[config.mk]
export PLATFORM = sky130hd
export DESIGN_NAME = flash_cmd_ctrl
export DESIGN_NICKNAME = d
export VERILOG_FILES = /design/src/rtl/fci_pkg.sv /design/src/rtl/fcc_bus_sense.sv /design/src/rtl/fcc_write_engine.sv /design/src/rtl/fcc_status_reg.sv /design/src/rtl/flash_cmd_ctrl.sv
export SDC_FILE = /design/constraint.sdc
export NUM_CORES = 1
export LEC_CHECK = 0
export BUFFER_PORTS_ARGS = -buffer_cell sky130_fd_sc_hd__buf_2
export CAP_MARGIN = 20
export CORE_ASPECT_RATIO = 0.7
export CORE_UTILIZATION = 45
export CTS_CLUSTER_DIAMETER = 60
export DETAILED_ROUTE_END_ITERATION = 7
export GPL_TIMING_DRIVEN = 0
export PLACE_DENSITY_LB_ADDON = 0.08
export SLEW_MARGIN = 20
export SYNTH_ARGS = -nofsm -noshare
export SYNTH_HDL_FRONTEND = slang
export SYNTH_SLANG_ARGS = --single-unit
[constraint.sdc]
create_clock -name clk -period 2.39 [get_ports clk]
set_input_delay 0.239 -clock clk [delete_from_list [all_inputs] [get_ports clk]]
set_output_delay 0.239 -clock clk [all_outputs]
set_load 0.05 [all_outputs]
[src/rtl/fci_pkg.sv]
package fci_pkg;
  typedef enum logic [1:0] {RD_ARRAY, RD_IDENT, RD_STATUS} rd_mode_e;
  typedef enum logic [1:0] {CS_IDLE, CS_ERASE_CONF, CS_PROG_DATA} cmd_state_e;

  localparam logic [7:0] CMD_ARRAY   = 8'hFF;
  localparam logic [7:0] CMD_IDENT   = 8'h90;
  localparam logic [7:0] CMD_STATUS  = 8'h70;
  localparam logic [7:0] CMD_CLEAR   = 8'h50;
  localparam logic [7:0] CMD_ERASE   = 8'h20;
  localparam logic [7:0] CMD_PROGRAM = 8'h40;
  localparam logic [7:0] CMD_SUSPEND = 8'hB0;
  localparam logic [7:0] CMD_CONFIRM = 8'hD0;
endpackage

[src/rtl/fcc_bus_sense.sv]
module fcc_bus_sense (
  input  logic clk,
  input  logic rst_n,
  input  logic bus_ce_n,
  input  logic bus_we_n,
  input  logic bus_oe_n,
  output logic wr_stb,
  output logic rd_on,
  output logic rd_rise
);
  logic we_q, rd_q;

  assign rd_on   = ~bus_ce_n & ~bus_oe_n;
  assign wr_stb  = ~bus_ce_n & bus_we_n & ~we_q;
  assign rd_rise = rd_on & ~rd_q;

  always_ff @(posedge clk or negedge rst_n) begin
    if (!rst_n) begin
      we_q <= 1'b1;
      rd_q <= 1'b0;
    end else begin
      we_q <= bus_we_n;
      rd_q <= rd_on;
    end
  end
endmodule

[src/rtl/fcc_write_engine.sv]
module fcc_write_engine #(
  parameter int BUSY_CYCLES = 32
) (
  input  logic clk,
  input  logic rst_n,
  input  logic start,
  input  logic start_erase,
  input  logic suspend,
  input  logic resume,
  output logic active,
  output logic suspended,
  output logic op_erase,
  output logic done
);
  localparam int CW = $clog2(BUSY_CYCLES + 1);
  localparam logic [CW-1:0] CNT_TOP = CW'(BUSY_CYCLES - 1);

  logic [CW-1:0] cnt_q, cnt_d;
  logic active_q, active_d, susp_q, susp_d, erase_q, erase_d;

  assign done      = active_q & ~susp_q & (cnt_q == '0);
  assign active    = active_q;
  assign suspended = susp_q;
  assign op_erase  = erase_q;

  always_comb begin
    cnt_d    = cnt_q;
    active_d = active_q;
    susp_d   = susp_q;
    erase_d  = erase_q;
    if (start && !active_q) begin
      active_d = 1'b1;
      cnt_d    = CNT_TOP;
      erase_d  = start_erase;
    end else if (active_q) begin
      if (susp_q) begin
        if (resume) susp_d = 1'b0;
      end else if (suspend) begin
        susp_d = 1'b1;
      end else if (done) begin
        active_d = 1'b0;
      end else begin
        cnt_d = cnt_q - 1'b1;
      end
    end
  end

  always_ff @(posedge clk or negedge rst_n) begin
    if (!rst_n) begin
      cnt_q    <= '0;
      active_q <= 1'b0;
      susp_q   <= 1'b0;
      erase_q  <= 1'b0;
    end else begin
      cnt_q    <= cnt_d;
      active_q <= active_d;
      susp_q   <= susp_d;
      erase_q  <= erase_d;
    end
  end

  p_susp_in_op_r8: assert property (@(posedge clk) disable iff (!rst_n)
    susp_q |-> active_q);
  p_resume_when_susp_r8: assert property (@(posedge clk) disable iff (!rst_n)
    resume |-> susp_q);
  p_cnt_bound_r5: assert property (@(posedge clk) disable iff (!rst_n)
    cnt_q <= CNT_TOP);
  p_susp_freezes_r8: assert property (@(posedge clk) disable iff (!rst_n)
    (susp_q && !resume) |=> $stable(cnt_q));
endmodule

[src/rtl/fcc_status_reg.sv]
module fcc_status_reg (
  input  logic clk,
  input  logic rst_n,
  input  logic set_efail,
  input  logic set_pfail,
  input  logic set_blk,
  input  logic clear,
  output logic efail,
  output logic pfail,
  output logic blk
);
  logic efail_d, pfail_d, blk_d;

  always_comb begin
    efail_d = set_efail | (efail & ~clear);
    pfail_d = set_pfail | (pfail & ~clear);
    blk_d   = set_blk   | (blk   & ~clear);
  end

  always_ff @(posedge clk or negedge rst_n) begin
    if (!rst_n) begin
      efail <= 1'b0;
      pfail <= 1'b0;
      blk   <= 1'b0;
    end else begin
      efail <= efail_d;
      pfail <= pfail_d;
      blk   <= blk_d;
    end
  end

  p_sticky_efail_r4: assert property (@(posedge clk) disable iff (!rst_n)
    (efail && !clear) |=> efail);
  p_sticky_pfail_r4: assert property (@(posedge clk) disable iff (!rst_n)
    (pfail && !clear) |=> pfail);
  p_sticky_blk_r4: assert property (@(posedge clk) disable iff (!rst_n)
    (blk && !clear) |=> blk);
  p_clear_works_r4: assert property (@(posedge clk) disable iff (!rst_n)
    (clear && !set_efail && !set_pfail && !set_blk) |=> (!efail && !pfail && !blk));
endmodule

[src/rtl/flash_cmd_ctrl.sv]
module flash_cmd_ctrl
  import fci_pkg::*;
#(
  parameter int          ADDR_W      = 20,
  parameter int          BANK1_WORDS = 131072,
  parameter int          BUSY_CYCLES = 32,
  parameter logic [15:0] MFR_CODE    = 16'h001C,
  parameter logic [15:0] DEV_CODE    = 16'h88C2
) (
  input  logic              clk,
  input  logic              rst_n,
  input  logic              bus_ce_n,
  input  logic              bus_we_n,
  input  logic              bus_oe_n,
  input  logic [ADDR_W-1:0] bus_addr,
  input  logic [15:0]       bus_din,
  output logic [15:0]       bus_dout,
  input  logic              engine_fault
);
  localparam logic [ADDR_W-1:0] BANK1_LIM = ADDR_W'(BANK1_WORDS);

  logic [1:0] rst_pipe;
  logic       rst_i;

  always_ff @(posedge clk or negedge rst_n) begin
    if (!rst_n) rst_pipe <= 2'b00;
    else        rst_pipe <= {rst_pipe[0], 1'b1};
  end
  assign rst_i = rst_pipe[1];

  logic wr_stb, rd_on, rd_rise;
  fcc_bus_sense i_sense (
    .clk(clk), .rst_n(rst_i), .bus_ce_n(bus_ce_n), .bus_we_n(bus_we_n),
    .bus_oe_n(bus_oe_n), .wr_stb(wr_stb), .rd_on(rd_on), .rd_rise(rd_rise)
  );

  logic eng_start, start_erase, susp_req, res_req;
  logic eng_active, eng_susp, eng_erase, eng_done, running;
  fcc_write_engine #(.BUSY_CYCLES(BUSY_CYCLES)) i_engine (
    .clk(clk), .rst_n(rst_i), .start(eng_start), .start_erase(start_erase),
    .suspend(susp_req), .resume(res_req), .active(eng_active),
    .suspended(eng_susp), .op_erase(eng_erase), .done(eng_done)
  );
  assign running = eng_active & ~eng_susp;

  logic bad_conf, bank_rej, clr_req, efail, pfail, blk;
  fcc_status_reg i_status (
    .clk(clk), .rst_n(rst_i),
    .set_efail(bad_conf | (eng_done & eng_erase & engine_fault)),
    .set_pfail(bad_conf | bank_rej | (eng_done & ~eng_erase & engine_fault)),
    .set_blk(bank_rej), .clear(clr_req),
    .efail(efail), .pfail(pfail), .blk(blk)
  );

  cmd_state_e state_q, state_d;
  rd_mode_e   mode_q, mode_d;
  logic       op_bank_q, op_bank_d;
  logic [7:0] cmd, stat_live, stat_lat;
  logic       wr_bank;
  logic       unused_hi;

  assign cmd       = bus_din[7:0];
  assign unused_hi = ^bus_din[15:8];
  assign wr_bank   = (bus_addr >= BANK1_LIM);
  assign stat_live = {~running, eng_susp & eng_erase, efail, pfail,
                      1'b0, eng_susp & ~eng_erase, blk, 1'b0};

  always_comb begin
    state_d     = state_q;
    mode_d      = mode_q;
    op_bank_d   = op_bank_q;
    eng_start   = 1'b0;
    start_erase = 1'b0;
    susp_req    = 1'b0;
    res_req     = 1'b0;
    bad_conf    = 1'b0;
    bank_rej    = 1'b0;
    clr_req     = 1'b0;
    if (wr_stb) begin
      if (running) begin
        if (cmd == CMD_STATUS) begin
          mode_d = RD_STATUS;
        end else if (cmd == CMD_SUSPEND && wr_bank == op_bank_q) begin
          susp_req = 1'b1;
          mode_d   = RD_STATUS;
        end
      end else begin
        unique case (state_q)
          CS_ERASE_CONF: begin
            state_d = CS_IDLE;
            mode_d  = RD_STATUS;
            if (cmd == CMD_CONFIRM) begin
              eng_start   = 1'b1;
              start_erase = 1'b1;
              op_bank_d   = wr_bank;
            end else begin
              bad_conf = 1'b1;
            end
          end
          CS_PROG_DATA: begin
            state_d = CS_IDLE;
            mode_d  = RD_STATUS;
            if (!wr_bank) begin
              eng_start = 1'b1;
              op_bank_d = 1'b0;
            end else begin
              bank_rej = 1'b1;
            end
          end
          default: begin
            case (cmd)
              CMD_ARRAY:   mode_d  = RD_ARRAY;
              CMD_IDENT:   mode_d  = RD_IDENT;
              CMD_STATUS:  mode_d  = RD_STATUS;
              CMD_CLEAR:   clr_req = 1'b1;
              CMD_ERASE:   if (!eng_susp) state_d = CS_ERASE_CONF;
              CMD_PROGRAM: if (!eng_susp) state_d = CS_PROG_DATA;
              CMD_CONFIRM: if (eng_susp && wr_bank == op_bank_q) begin
                res_req = 1'b1;
                mode_d  = RD_STATUS;
              end
              default: ;
            endcase
          end
        endcase
      end
    end
  end

  always_ff @(posedge clk or negedge rst_i) begin
    if (!rst_i) begin
      state_q   <= CS_IDLE;
      mode_q    <= RD_ARRAY;
      op_bank_q <= 1'b0;
    end else begin
      state_q   <= state_d;
      mode_q    <= mode_d;
      op_bank_q <= op_bank_d;
    end
  end

  always_ff @(posedge clk or negedge rst_i) begin
    if (!rst_i)       stat_lat <= 8'h00;
    else if (rd_rise) stat_lat <= stat_live;
  end

  always_comb begin
    bus_dout = 16'h0000;
    if (rd_on) begin
      case (mode_q)
        RD_IDENT:  bus_dout = (bus_addr == '0) ? MFR_CODE :
                              (bus_addr == ADDR_W'(1)) ? DEV_CODE : 16'h0000;
        RD_STATUS: bus_dout = {8'h00, stat_lat};
        default:   bus_dout = 16'hFFFF;
      endcase
    end
  end

  p_auto_status_r1: assert property (@(posedge clk) disable iff (!rst_i)
    eng_start |=> (mode_q == RD_STATUS));
  p_erase_needs_conf_r5: assert property (@(posedge clk) disable iff (!rst_i)
    (eng_start && start_erase) |-> (state_q == CS_ERASE_CONF && cmd == CMD_CONFIRM));
  p_bad_conf_idle_r6: assert property (@(posedge clk) disable iff (!rst_i)
    bad_conf |=> (state_q == CS_IDLE && !eng_active));
  p_prog_bank1_r7: assert property (@(posedge clk) disable iff (!rst_i)
    (eng_start && !start_erase) |-> (state_q == CS_PROG_DATA && !wr_bank));
  p_no_start_busy_r9: assert property (@(posedge clk) disable iff (!rst_i)
    eng_start |-> !eng_active);
  p_busy_ignore_r9: assert property (@(posedge clk) disable iff (!rst_i)
    (wr_stb && running && cmd != CMD_STATUS && cmd != CMD_SUSPEND)
      |=> ($stable(mode_q) && $stable(state_q)));
  p_susp_bank_r8: assert property (@(posedge clk) disable iff (!rst_i)
    susp_req |-> (wr_bank == op_bank_q && running));
  p_stat_hold_r3: assert property (@(posedge clk) disable iff (!rst_i)
    (rd_on && !rd_rise) |=> $stable(stat_lat));
endmodule

# == Yosys cells after proc, flatten, opt, wreduce, memory -nomap -nowiden ==
# Index checks and enable logic that the tools add are counted.
# op_classes
addsub,1
magnitude_cmp,1
eq_ne,23
muxes,59
bitwise,30
n_reduce_logical,16
# ops
cell,n
16-bit 2-to-1 mux,3
1-bit 2-to-1 mux,38
"8-bit equality test, second input constant",4
16-bit case mux with 2 select lines,1
6-bit 2-to-1 mux,5
"8-bit by 7-bit equality test with 1-bit output, second input constant",3
"20-bit by 1-bit equality test with 1-bit output, second input constant",1
"20-bit by 18-bit greater-or-equal comparator with 1-bit output, second input constant",1
20-bit logical NOT,1
2-bit 2-to-1 mux,8
1-bit AND,15
5-bit AND reduction,2
1-bit NOT,9
"8-bit by 6-bit equality test with 1-bit output, second input constant",1
"2-bit inequality test, second input constant",4
2-bit case mux with 4 select lines,1
4-bit AND reduction,2
6-bit logical NOT,1
"3-bit inequality test, second input constant",2
1-bit bitwise OR,6
6-bit nonzero test,1
"6-bit by 1-bit subtractor with 6-bit output, second input constant",1
"2-bit by 1-bit equality test with 1-bit output, second input constant",2
"2-bit equality test, second input constant",2
12 further kinds,16
# totals
register_bits,27
inputBits,42
out_inout_bits,16
elab_cells,144

# == Depth between registers and ports, before layout ==
# Gate-level depths: netlist of the first run.
# logic_depth
ltp_word,11
depth_mapped,8
mapped_depth_nobuf,7

# == Modules after synthesis ==
# Synthesis of the first run repeated with hierarchy kept, for this count alone.
# unflattened
cells_unflattened,191
hier_area_um2,1808.0
# modules_own_cells
mod,instances,cells_per_inst,area_each_um2,seq_area_each_um2
flash_cmd_ctrl,1,131,1131.1,325.3
fcc_write_engine,1,48,498.0,225.2
fcc_status_reg,1,7,101.3,75.1
fcc_bus_sense,1,5,77.6,51.3

# == Least setup slack after synthesis of the first run ==
# Ideal clock, no wire load.
# synth_path
path_type,input-to-output
start,input port bus_addr[17]
end,output port bus_dout[15]
arrival_time_ns,2.390
t_required_ns,2.151
path_slack_ns,-0.239
path_stages,6
n_path_buf,1
cell_sequence,or3_1 -> or4_1 -> nor3_1 -> a21oi_1 -> nor2_1 -> buf_4
# synth_via
elab_chain_len,5
word_cells_on_any_way,6
classes_between,1 x eq/ne; 4 x mux; 1 x reduce/logical
# synth_lines
item,line,source
start: declaration,flash_cmd_ctrl.sv:15,"input logic [ADDR_W-1:0] bus_addr,"
20-bit by 1-bit equality test with 1-bit output,flash_cmd_ctrl.sv:152,(bus_addr == ADDR_W'(1)) ? DEV_CODE : 16'h0000;
16-bit 2-to-1 mux,flash_cmd_ctrl.sv:152,
16-bit 2-to-1 mux *,flash_cmd_ctrl.sv:151,RD_IDENT: bus_dout = (bus_addr == '0) ? MFR_CODE :
16-bit case mux with 2 select lines *,flash_cmd_ctrl.sv:150,case (mode_q)
16-bit 2-to-1 mux *,flash_cmd_ctrl.sv:149,if (rd_on) begin
end: declaration,flash_cmd_ctrl.sv:17,"output logic [15:0] bus_dout,"
# Every way passes the cells marked *; elsewhere a longest branch is shown, timed or not.

# == Worst setup path after layout of the first run ==
# layout_path
start,input port bus_addr[17]
end,output port bus_dout[2]
# layout_via
elab_chain_len,4
# layout_lines
item,line
20-bit logical NOT,flash_cmd_ctrl.sv:151
16-bit 2-to-1 mux,flash_cmd_ctrl.sv:151
16-bit case mux with 2 select lines,flash_cmd_ctrl.sv:150
16-bit 2-to-1 mux,flash_cmd_ctrl.sv:149
# Every way passes these cells.

==> flow_metrics.py, run 1 <==
metrics = {
    "power_and_ir_drop": {
        "sw_frac_of_total_pct": 42.7,
        "finalPower_mw": 1.79,
        "peakVddDrop_mv": 0.637,
        "switchingPower_mw": 0.766,
        "power_density_nw_per_um2": 833,
        "clkPwrFrac_pct": 15.1,
        "internal_power_mw": 1.03,
        "p_leak_nw": 0.949,
        "p_seq_share_pct": 39.1,
        "comb_power_share_pct": 45.8,
    },
    "logic_synthesis": {
        "syn-instance-count": 202,
        "yosys_warnings": 0,
        "ys.flop_type": "dfrtp_1",
        "synth_top_area_share_pct": 37.5,
        "avgSynthCellArea_um2": 8.58,
        "syn-cell-area_um2": 1730,
        "synthTopCellsByArea": "dfrtp_1 38%, a21oi_1 5.5%, nand2_1 5.2%",
        "ys_ff_latch": 27,
        "ys_top_cells_by_count": "26 x dfrtp_1, 24 x nand2_1, 19 x a21oi_1, 19 x nor2_1",
        "synth_cell_types": 50,
        "synth_fp_nets": 249,
        "async_flop_share_pct": 100,
        "synth.most_common_cell": "dfrtp_1",
        "synth_seq_area_share_pct": 39.1,
        "synth_edf_count": 0,
        "yosysTopAreaCell": "dfrtp_1",
    },
    "global_routing": {
        "grt_pass1_wl_mm": 6.38,
        "grt-ovfl-total": 0,
        "grt_max_degree": 26,
        "antenna_found_initial": 0,
        "grt_pass1_vias": 1366,
        "grt_usage_pct": 20.5,
    },
    "clock_network": {
        "cts_buffers": 3,
        "clkSlewWorstSetupHoldPaths_ns": 0.10,
        "cts_sinks": 27,
        "clock_path_buffers": 2,
        "cts_htree_levels": 1,
        "cts_setup_buffers": 0,
        "cts_tree": "yes",
        "clock_latency_ns": 0.28,
        "root_buffer": "clkbuf_8",
    },
    "route": {
        "dr.pass1.iters": 4,
        "vias_per_cell": 5.28,
        "route.detailed.drc": 0,
        "dr_total_vias": 1600,
        "drt_iter0_drc": 49,
        "drt-total-wl_mm": 3.91,
        "avgRoutedWirePerCell_um": 12.9,
        "drtAntennaViolNets": 0,
    },
    "timing": {
        "drv_slew": 0,
        "finalSetupTns_ns": 0,
        "grt_setup_unrepaired": "false",
        "finClkSkew_ns": 0.00562,
        "setup_viol": 0,
        "fmax_mhz": 442,
        "worst_pin_slew_ns": 0.806,
        "hold_violations": 0,
        "worst_slack_ns": 0.129,
        "maxSlewHeadroom_pct": 45.8,
        "min_period_ns": 2.26,
        "layout_worst_path_cycle_share_pct": 94.6,
    },
    "worst_setup_path": {
        "critPathKind": "in2out",
        "worst_setup_path_start_kind": "input pin",
        "worstSetupEndpointType": "output pin",
        "critPathRequiredTime_ns": 2.15,
        "cp.arrival_ns": 2.02,
        "critPathMaxFanout": 4,
        "ff2ff_path_depth": 7,
        "r2r_slack_ns": 0.23,
    },
    "place": {
        "numPortBuffers": 46,
        "placed_area_um2": 2040,
        "pre_cts_slack_ns": 0.0189,
        "placed_cells": 298,
        "place_congestion": 0.857,
        "place_hpwl_mm": 2.97,
    },
    "job": {
        "maxCapViolations": 0,
    },
    "die": {
        "core_um2": 3600,
        "die_w_um": 76.2,
        "rows": 18,
        "start_util_pct": 48.1,
        "pin_count": 58,
        "die-height_um": 53.9,
        "die_area_um2": 4110,
    },
    "final_layout": {
        "nets": 301,
        "final_cell_area_um2": 2150,
        "final_cell_count_no_fill": 303,
        "antennaDiodeCount": 0,
        "syn_to_final_growth_pct": 24.3,
        "drive_gt1_share_pct": 31.2,
    },
    "outcome": {
        "status": "finished clean",
    },
    "min_path": {
        "holdPathStages": 1,
        "hold_class": "in2reg",
    },
}
-- layout by cell type, fill, tap and decap left out, types with 5 or more instances in the layout --
master / synthesis / final
inv_1: 9 / 9
nor3_1: 9 / 8
nand2_1: 24 / 24
buf_2: 1 / 41
nand3_1: 7 / 7
dfrtp_1: 26 / 25
xnor2_1: 6 / 6
ha_1: 5 / 5
buf_4: 7 / 10
clkbuf_1: 9 / 9
nor2_1: 19 / 18
a21oi_1: 19 / 16
-- layer usage --
metal	track usage, %	up-vias	wire length (um)
met5	0	-	0
met4	7.69	0	60
met3	4.75	5	219
met2	31.8	49	1580
met1	28.2	734	2050
li1	-	812	-
-- layout make-up --
cell class	instances	area [um2]
plain buffers	17	91.3
clock buffers	3	41.3
clock inverters	1	7.51
fillers	335	1450
inverters	9	33.8
multi-input cells	149	983
flip-flops and latches	27	678
well taps	50	62.6
repair buffers	47	255
-- worst max-delay path: stages --
cell      delay (ns)
buf_2           0.12
or3_1           0.43
or4_4           0.47
nor4_4          0.28
nor2_1          0.08
a21oi_1         0.14
clkbuf_4        0.25
-- flip-flops by register name, indices dropped and copies added, names as in the netlist --
| register | count |
|---|---|
| i_status.blk | 1 |
| state_q | 2 |
| i_status.efail | 1 |
| op_bank_q | 1 |
| i_sense.rd_q | 1 |
| rst_pipe | 2 |
| i_status.pfail | 1 |
| mode_q | 2 |
| i_engine.active | 1 |
| i_engine.suspended | 1 |
| i_engine.op_erase | 1 |
| i_engine.cnt_q | 6 |
| i_sense.we_q | 1 |
| stat_lat | 6 |
-- power groups by stage --
stage                     sequential [mW]  combinational (mW)  clock [mW]
after floorplan                     0.669               0.646           0
after global placement              0.700               0.787           0
after detailed placement            0.705               0.802           0
after CTS                           0.701               0.813       0.278
after global routing                0.721               0.919       0.297
final                               0.701               0.822       0.271
-- logic make-up (layout without fill, tap and decap cells) --
family | count (synthesis) | in the layout | synth area share [%]
AOI/OAI and AO/OA | 44 | 44 | 17.8
xor gates and xnor gates | 6 | 6 | 3.03
adders and majority gates | 5 | 5 | 3.61
buffers and inverters | 26 | 77 | 7.22
DFF | 27 | 27 | 39.1
muxes | 3 | 3 | 1.95
other | 1 | 1 | 0.216
and+or+nand+nor | 90 | 90 | 27.1
-- final timing paths --
kind | from | endpoint
max | bus_addr[17] | bus_dout[2]
min | bus_we_n | i_sense.we_q
max reg2reg | i_engine.cnt_q[0] | i_engine.cnt_q[0]
min reg2reg | rst_pipe[1] | i_engine.cnt_q[5]
max in group asynchronous | rst_pipe[1] | i_sense.we_q
min in group asynchronous | rst_pipe[1] | i_engine.cnt_q[5]
-- timing repair --
item / in CTS / in global routing
endpoints found under the setup margin: 1 / 8
gates resized for setup: 1 / 14
hold buffers: 1 / 0
hold endpoints to repair: 2 / 0
cloned: 0 / 0
-- metrics by stage --
step	utilization (%)	hold WS (ns)
finish	59.8	0.0512
global route	59.8	0.0351
CTS	58.5	0.0465
detailed placement	56.6	0.0274
global placement	56.6	0.0274
floorplan	-	-0.0566
Power figures use the tool's default switching activity.
==> inputs of run 2 (changes only) <==
- ABC_AREA: default -> 1
==> flow_metrics.py, run 2 <==
metrics = {
    "die": {
        "core_um2": 3990,
        "start_util_pct": 47.8,
        "die_w_um": 79.9,
        "pin_count": 58,
        "die-height_um": 56.5,
        "die_area_um2": 4510,
        "rows": 19,
    },
    "final_layout": {
        "final_cell_mix": "76 x nand2_1, 49 x buf_2, 40 x inv_1, 28 x nand3_1, 27 x nor2_1",
        "top_regs": "i_engine.cnt_q: 6 flops, stat_lat: 6 flops",
        "antennaDiodeCount": 0,
        "layout_commonest_cell": "nand2_1",
        "final_cell_area_um2": 2280,
        "syn_to_final_growth_pct": 19.4,
        "fillers": 402,
        "drive_gt1_share_pct": 24.9,
        "nets": 369,
    },
    "power_and_ir_drop": {
        "finalPower_mw": 0.977,
        "peakVddDrop_mv": 0.226,
        "p_leak_nw": 1.25,
        "power_density_nw_per_um2": 428,
    },
    "global_routing": {
        "grtUsageMet3_pct": 3.41,
        "grt_usage_pct": 20.9,
        "grt-ovfl-total": 0,
        "grt_pass1_wl_mm": 7.30,
        "grt_most_used_layer": "met1",
        "met1_usage_pct": 31.6,
        "met2_usage_pct": 31.0,
        "grt_max_degree": 26,
        "grt_pass1_vias": 1615,
        "antenna_found_initial": 0,
    },
    "logic_synthesis": {
        "synth_fa_ha_area_share_pct": 3.28,
        "async_flop_share_pct": 100,
        "ys.flop_type": "dfrtp_1",
        "syn-cell-area_um2": 1910,
        "syn-instance-count": 267,
        "yosys.area_share.simple_pct": 39.6,
        "ys_top_cells_by_count": "76 x nand2_1, 40 x inv_1, 28 x nand3_1, 27 x nor2_1, 26 x dfrtp_1",
        "synth_compound_area_share_pct": 8.39,
        "avgSynthCellArea_um2": 7.15,
        "synth_seq_area_share_pct": 35.5,
        "synth_top_family_by_area": "simple AND/OR/NAND/NOR gates",
        "synthTopCellsByArea": "dfrtp_1 34%, nand2_1 15%, inv_1 7.9%",
        "yosys_warnings": 0,
        "muxShareOfSynthArea_pct": 0,
        "synth.most_common_cell": "nand2_1",
        "synth_edf_count": 0,
        "synth_fp_nets": 314,
        "synth_xor_area_share_pct": 1.83,
        "yosysTopAreaCell": "dfrtp_1",
        "synth_top_area_share_pct": 34.1,
        "ys_ff_latch": 27,
        "synth_cell_types": 30,
    },
    "route": {
        "dr.pass1.iters": 4,
        "vias_per_cell": 4.71,
        "avgRoutedWirePerCell_um": 10.8,
        "route.detailed.drc": 0,
        "drt-total-wl_mm": 4.04,
        "dr_total_vias": 1755,
        "drt_iter0_drc": 76,
        "drtAntennaViolNets": 0,
    },
    "timing": {
        "drv_slew": 0,
        "maxSlewHeadroom_pct": 63.1,
        "setup_viol": 0,
        "grt_setup_unrepaired": "false",
        "worst_slack_ns": 0.255,
        "fmax_mhz": 468,
        "min_period_ns": 2.14,
        "finClkSkew_ns": 0.00276,
        "hold_violations": 0,
        "whs_ns": 0.0633,
        "layout_worst_path_cycle_share_pct": 89.3,
        "finalSetupTns_ns": 0,
        "worst_pin_slew_ns": 0.553,
    },
    "min_path": {
        "min_from": "bus_we_n",
        "hold_path_end": "i_sense.we_q",
        "holdPathStages": 1,
        "hold_class": "in2reg",
    },
    "worst_setup_path": {
        "path_common_cell": "inv_1",
        "slowest_delay_ns": 0.39,
        "critPathRequiredTime_ns": 2.15,
        "crit_chain": "inv_1 > ha_1 > inv_1 > nor2_1 > buf_4 > buf_2",
        "critPathMaxFanout": 7,
        "critPathSlowestCell": "dfrtp_1",
        "crit-reg2reg-launch": "state_q[0]",
        "worstSetupEndpointType": "output pin",
        "cp.arrival_ns": 1.90,
        "worst_setup_path_start_kind": "flop",
        "ff2ff_path_depth": 9,
        "r2r_end": "i_status.pfail",
        "r2r_slack_ns": 0.69,
        "critPathKind": "reg2out",
    },
    "clock_network": {
        "ctsResizeCount": 0,
        "cts_buffers": 3,
        "cts_htree_levels": 1,
        "ctsHoldBuffers": 1,
        "cts_sinks": 27,
        "cts_setup_buffers": 0,
        "clock_path_buffers": 2,
        "cts_tree": "yes",
        "clkSlewWorstSetupHoldPaths_ns": 0.10,
        "root_buffer": "clkbuf_8",
        "clock_latency_ns": 0.28,
    },
    "place": {
        "numPortBuffers": 49,
        "place_congestion": 0.821,
        "pre_cts_slack_ns": 0.529,
        "place_hpwl_mm": 3.32,
        "placed_area_um2": 2220,
    },
    "outcome": {
        "status": "finished clean",
    },
    "job": {
        "maxCapViolations": 0,
    },
}
run 2: cell types whose count changed after synthesis, sizes merged, moves of 5 or more:
| cell | before | now |
|---|---|---|
| a21oi | 20 | 14 |
| clkbuf | 9 | 1 |
| inv | 9 | 42 |
| nand2 | 24 | 79 |
| nand3 | 7 | 29 |
| nor2 | 19 | 32 |
| nor3 | 9 | 4 |
run 2: logic make-up after synthesis:
kind of cell / after synthesis
AND/OR/NAND/NOR: 153
buffers and inverters: 50
AO/OA/AOI/OAI: 27
flip-flops: 27
adder cells (fa/ha/maj): 5
XOR/XNOR: 4
other: 1
run 2: area by class of cell:
| type | count | area [um2] | share of cell area [%] |
|---|---|---|---|
| multi-input cells | 190 | 1020 | 44.7 |
| flip-flops and latches | 27 | 678 | 29.7 |
| repair buffers | 50 | 255 | 11.2 |
| inverters | 42 | 158 | 6.92 |
| well taps | 52 | 65.1 | 2.85 |
| plain buffers | 8 | 56.3 | 2.47 |
| clock buffers | 3 | 41.3 | 1.81 |
| clock inverters | 1 | 7.51 | 0.329 |
run 2: through the flow:
| stage | std cells | util (%) |
|---|---|---|
| detailed placement | 368 | 55.6 |
| finish | 373 | 57.1 |
| global placement | 368 | 55.6 |
| global route | 373 | 57.1 |
| floorplan | 267 | - |
| CTS | 373 | 57.0 |
run 2: power by group:
part | total [mW] | internal, mW | switching [mW]
clock | 0.273 | 0.119 | 0.155
sequential | 0.504 | 0.481 | 0.0224
combinational | 0.200 | 0.0700 | 0.130
run 2: worst max-delay path by stage:
stage	start	endpoint	slack, ns	depth (start not counted)
final	mode_q[0]	bus_dout[10]	0.25	6
after global routing	mode_q[0]	bus_dout[8]	0.08	6
after detailed placement	bus_addr[11]	bus_dout[1]	0.53	6
after CTS	mode_q[0]	bus_dout[10]	0.23	6
after global placement	bus_addr[11]	bus_dout[6]	0.57	6
after floorplan	bus_addr[11]	bus_dout[15]	0.09	5
run 2: metal layers:
layer  routed length [um]  vias up  part of all wire [%]
li1                     -      942                     -
met1                 2190      776                    54
met2                 1650       35                    41
met3                  169        2                   4.2
met4                   24        0                  0.59
met5                    0        -                     0
run 2: critical path, delay by kind of cell (launching register included):
family                   cells  cell delay (ns)
flip-flops                   1             0.39
buffers and inverters        4             0.54
AND/OR/NAND/NOR              1             0.32
adder cells (fa/ha/maj)      1             0.38
==> inputs of run 3 (changes only) <==
- SETUP_SLACK_MARGIN: default -> 0.5
- clock period: 2.39 -> 2.3 ns (I/O delays scaled with it)
==> flow_metrics.py, run 3 (same netlist as run 2, synthesis figures left out) <==
metrics = {
    "worst_setup_path": {
        "critPathKind": "reg2out",
        "cp.arrival_ns": 1.57,
        "critPathSlowestCell": "dfrtp_2",
        "crit-reg2reg-launch": "state_q[0]",
        "slowest_delay_ns": 0.45,
        "crit_buf_inv": 3,
        "critPathLaunch": "mode_q[1]",
        "critPathMaxFanout": 7,
        "r2r_slack_ns": 0.69,
        "critPathRequiredTime_ns": 2.07,
        "cp_top_family": "flip-flops",
        "worst_setup_path_start_kind": "flop",
        "worstSetupEndpointType": "output pin",
        "crit_chain": "ha_4 > inv_2 > nor2_4 > buf_4 > buf_6",
    },
    "global_routing": {
        "antenna_found_initial": 0,
        "grt_max_degree": 26,
        "grt_usage_pct": 22.0,
        "grt_pass1_wl_mm": 7.76,
        "grt_pass1_vias": 1734,
        "grt-ovfl-total": 0,
    },
    "clock_network": {
        "clock_path_buffers": 2,
        "cts_sinks": 27,
        "root_buffer": "clkbuf_8",
        "clkSlewWorstSetupHoldPaths_ns": 0.10,
        "cts_tree": "yes",
        "clock_latency_ns": 0.28,
        "cts_htree_levels": 1,
        "cts_buffers": 3,
    },
    "min_path": {
        "min_from": "bus_we_n",
        "hold_class": "in2reg",
    },
    "outcome": {
        "status": "finished clean",
    },
    "die": {
        "die_w_um": 79.9,
        "rows": 19,
        "pin_count": 58,
        "start_util_pct": 47.8,
        "die-height_um": 56.5,
        "die_area_um2": 4510,
        "core_um2": 3990,
    },
    "final_layout": {
        "layout_commonest_cell": "nand2_1",
        "multi_input_comb_area_um2": 1120,
        "fillers": 342,
        "drive_gt1_share_pct": 32.1,
        "fin_util_pct": 63.9,
        "nets": 372,
        "seq_area_um2": 679,
        "syn_to_final_growth_pct": 33.7,
        "final_cell_area_um2": 2550,
        "antennaDiodeCount": 0,
        "top_regs": "i_engine.cnt_q: 6 flops, stat_lat: 6 flops",
        "final_cell_mix": "74 x nand2_1, 37 x inv_1, 32 x buf_2, 28 x nand3_1",
    },
    "timing": {
        "drv_slew": 0,
        "setup_viol": 0,
        "fmax_mhz": 554,
        "layout_worst_path_cycle_share_pct": 78.5,
        "maxSlewHeadroom_pct": 63.0,
        "worst_pin_slew_ns": 0.554,
        "min_period_ns": 1.80,
        "finalSetupTns_ns": 0,
        "finClkSkew_ns": 0.00612,
        "grt_setup_unrepaired": "true",
        "hold_violations": 0,
    },
    "route": {
        "route.detailed.drc": 0,
        "dr_total_vias": 1831,
        "vias_per_cell": 4.87,
        "avgRoutedWirePerCell_um": 11.9,
        "drt_iter0_drc": 76,
        "dr.pass1.iters": 4,
        "drt-total-wl_mm": 4.46,
        "drtAntennaViolNets": 0,
    },
    "power_and_ir_drop": {
        "peakVddDrop_mv": 0.260,
        "p_leak_nw": 1.31,
        "power_density_nw_per_um2": 417,
    },
    "place": {
        "place_congestion": 0.827,
        "numPortBuffers": 49,
        "placed_area_um2": 2250,
        "place_hpwl_mm": 3.36,
    },
    "job": {
        "maxCapViolations": 0,
    },
}
[run 3: cell count changes in the layout (fill, tap and decap cells not counted), sizes merged]
| cell | delta |
|---|---|
| clkbuf | -1 |
| buf | +4 |
[run 3: cell type report]
cell class                      instances  area share, %
Sequential cell                        27           26.6
Timing Repair Buffer                   53           15.5
Clock buffer                            3           1.62
Inverter                               42           6.18
Buffer                                  8           3.24
Clock inverter                          1          0.294
Tap cell                               52           2.55
Multi-Input combinational cell        190           44.0
[run 3: power by group]
group	switching (mW)	internal, mW	total (mW)
Clock	0.159	0.123	0.282
Sequential	0.0229	0.500	0.523
Combinational	0.152	0.107	0.259
Total	0.334	0.730	1.06
[run 3: stage by stage]
step | hold slack, ns | cells | total power [mW] | setup slack, ns
final | 0.0509 | 376 | 1.06 | 0.495
after global routing | 0.0470 | 376 | 1.12 | 0.407
after CTS | 0.0492 | 376 | 1.05 | 0.469
after detailed placement | 0.0179 | 368 | 0.745 | 0.441
after global placement | 0.0153 | 368 | 0.741 | 0.489
after floorplan | -0.0656 | 267 | 0.677 | 0.317
[run 3: repair_timing]
item,4_1_cts,5_1_grt
setup buffers,3,0
pin swaps,3,9
hold endpoints to repair,2,0
hold buffers,1,0
resized for setup,32,33
endpoints found under the setup margin,16,19
[run 3: worst paths after layout]
kind,end,cells past startpoint
setup / recovery,bus_dout[12],5
hold / removal,i_sense.we_q,1
setup reg to reg,i_engine.suspended,9
hold reg to reg,i_engine.suspended,0
max in group asynchronous,mode_q[1],0
min in group asynchronous,rst_pipe[1],2
[run 3: routing by layer]
| metal | track usage [%] | vias to the layer above | routed length [um] |
|---|---|---|---|
| met2 | 35.5 | 39 | 2020 |
| li1 | - | 957 | - |
| met4 | 2.30 | 0 | 19 |
| met5 | 0 | - | 0 |
| met3 | 4.39 | 2 | 147 |
| met1 | 31.5 | 833 | 2270 |
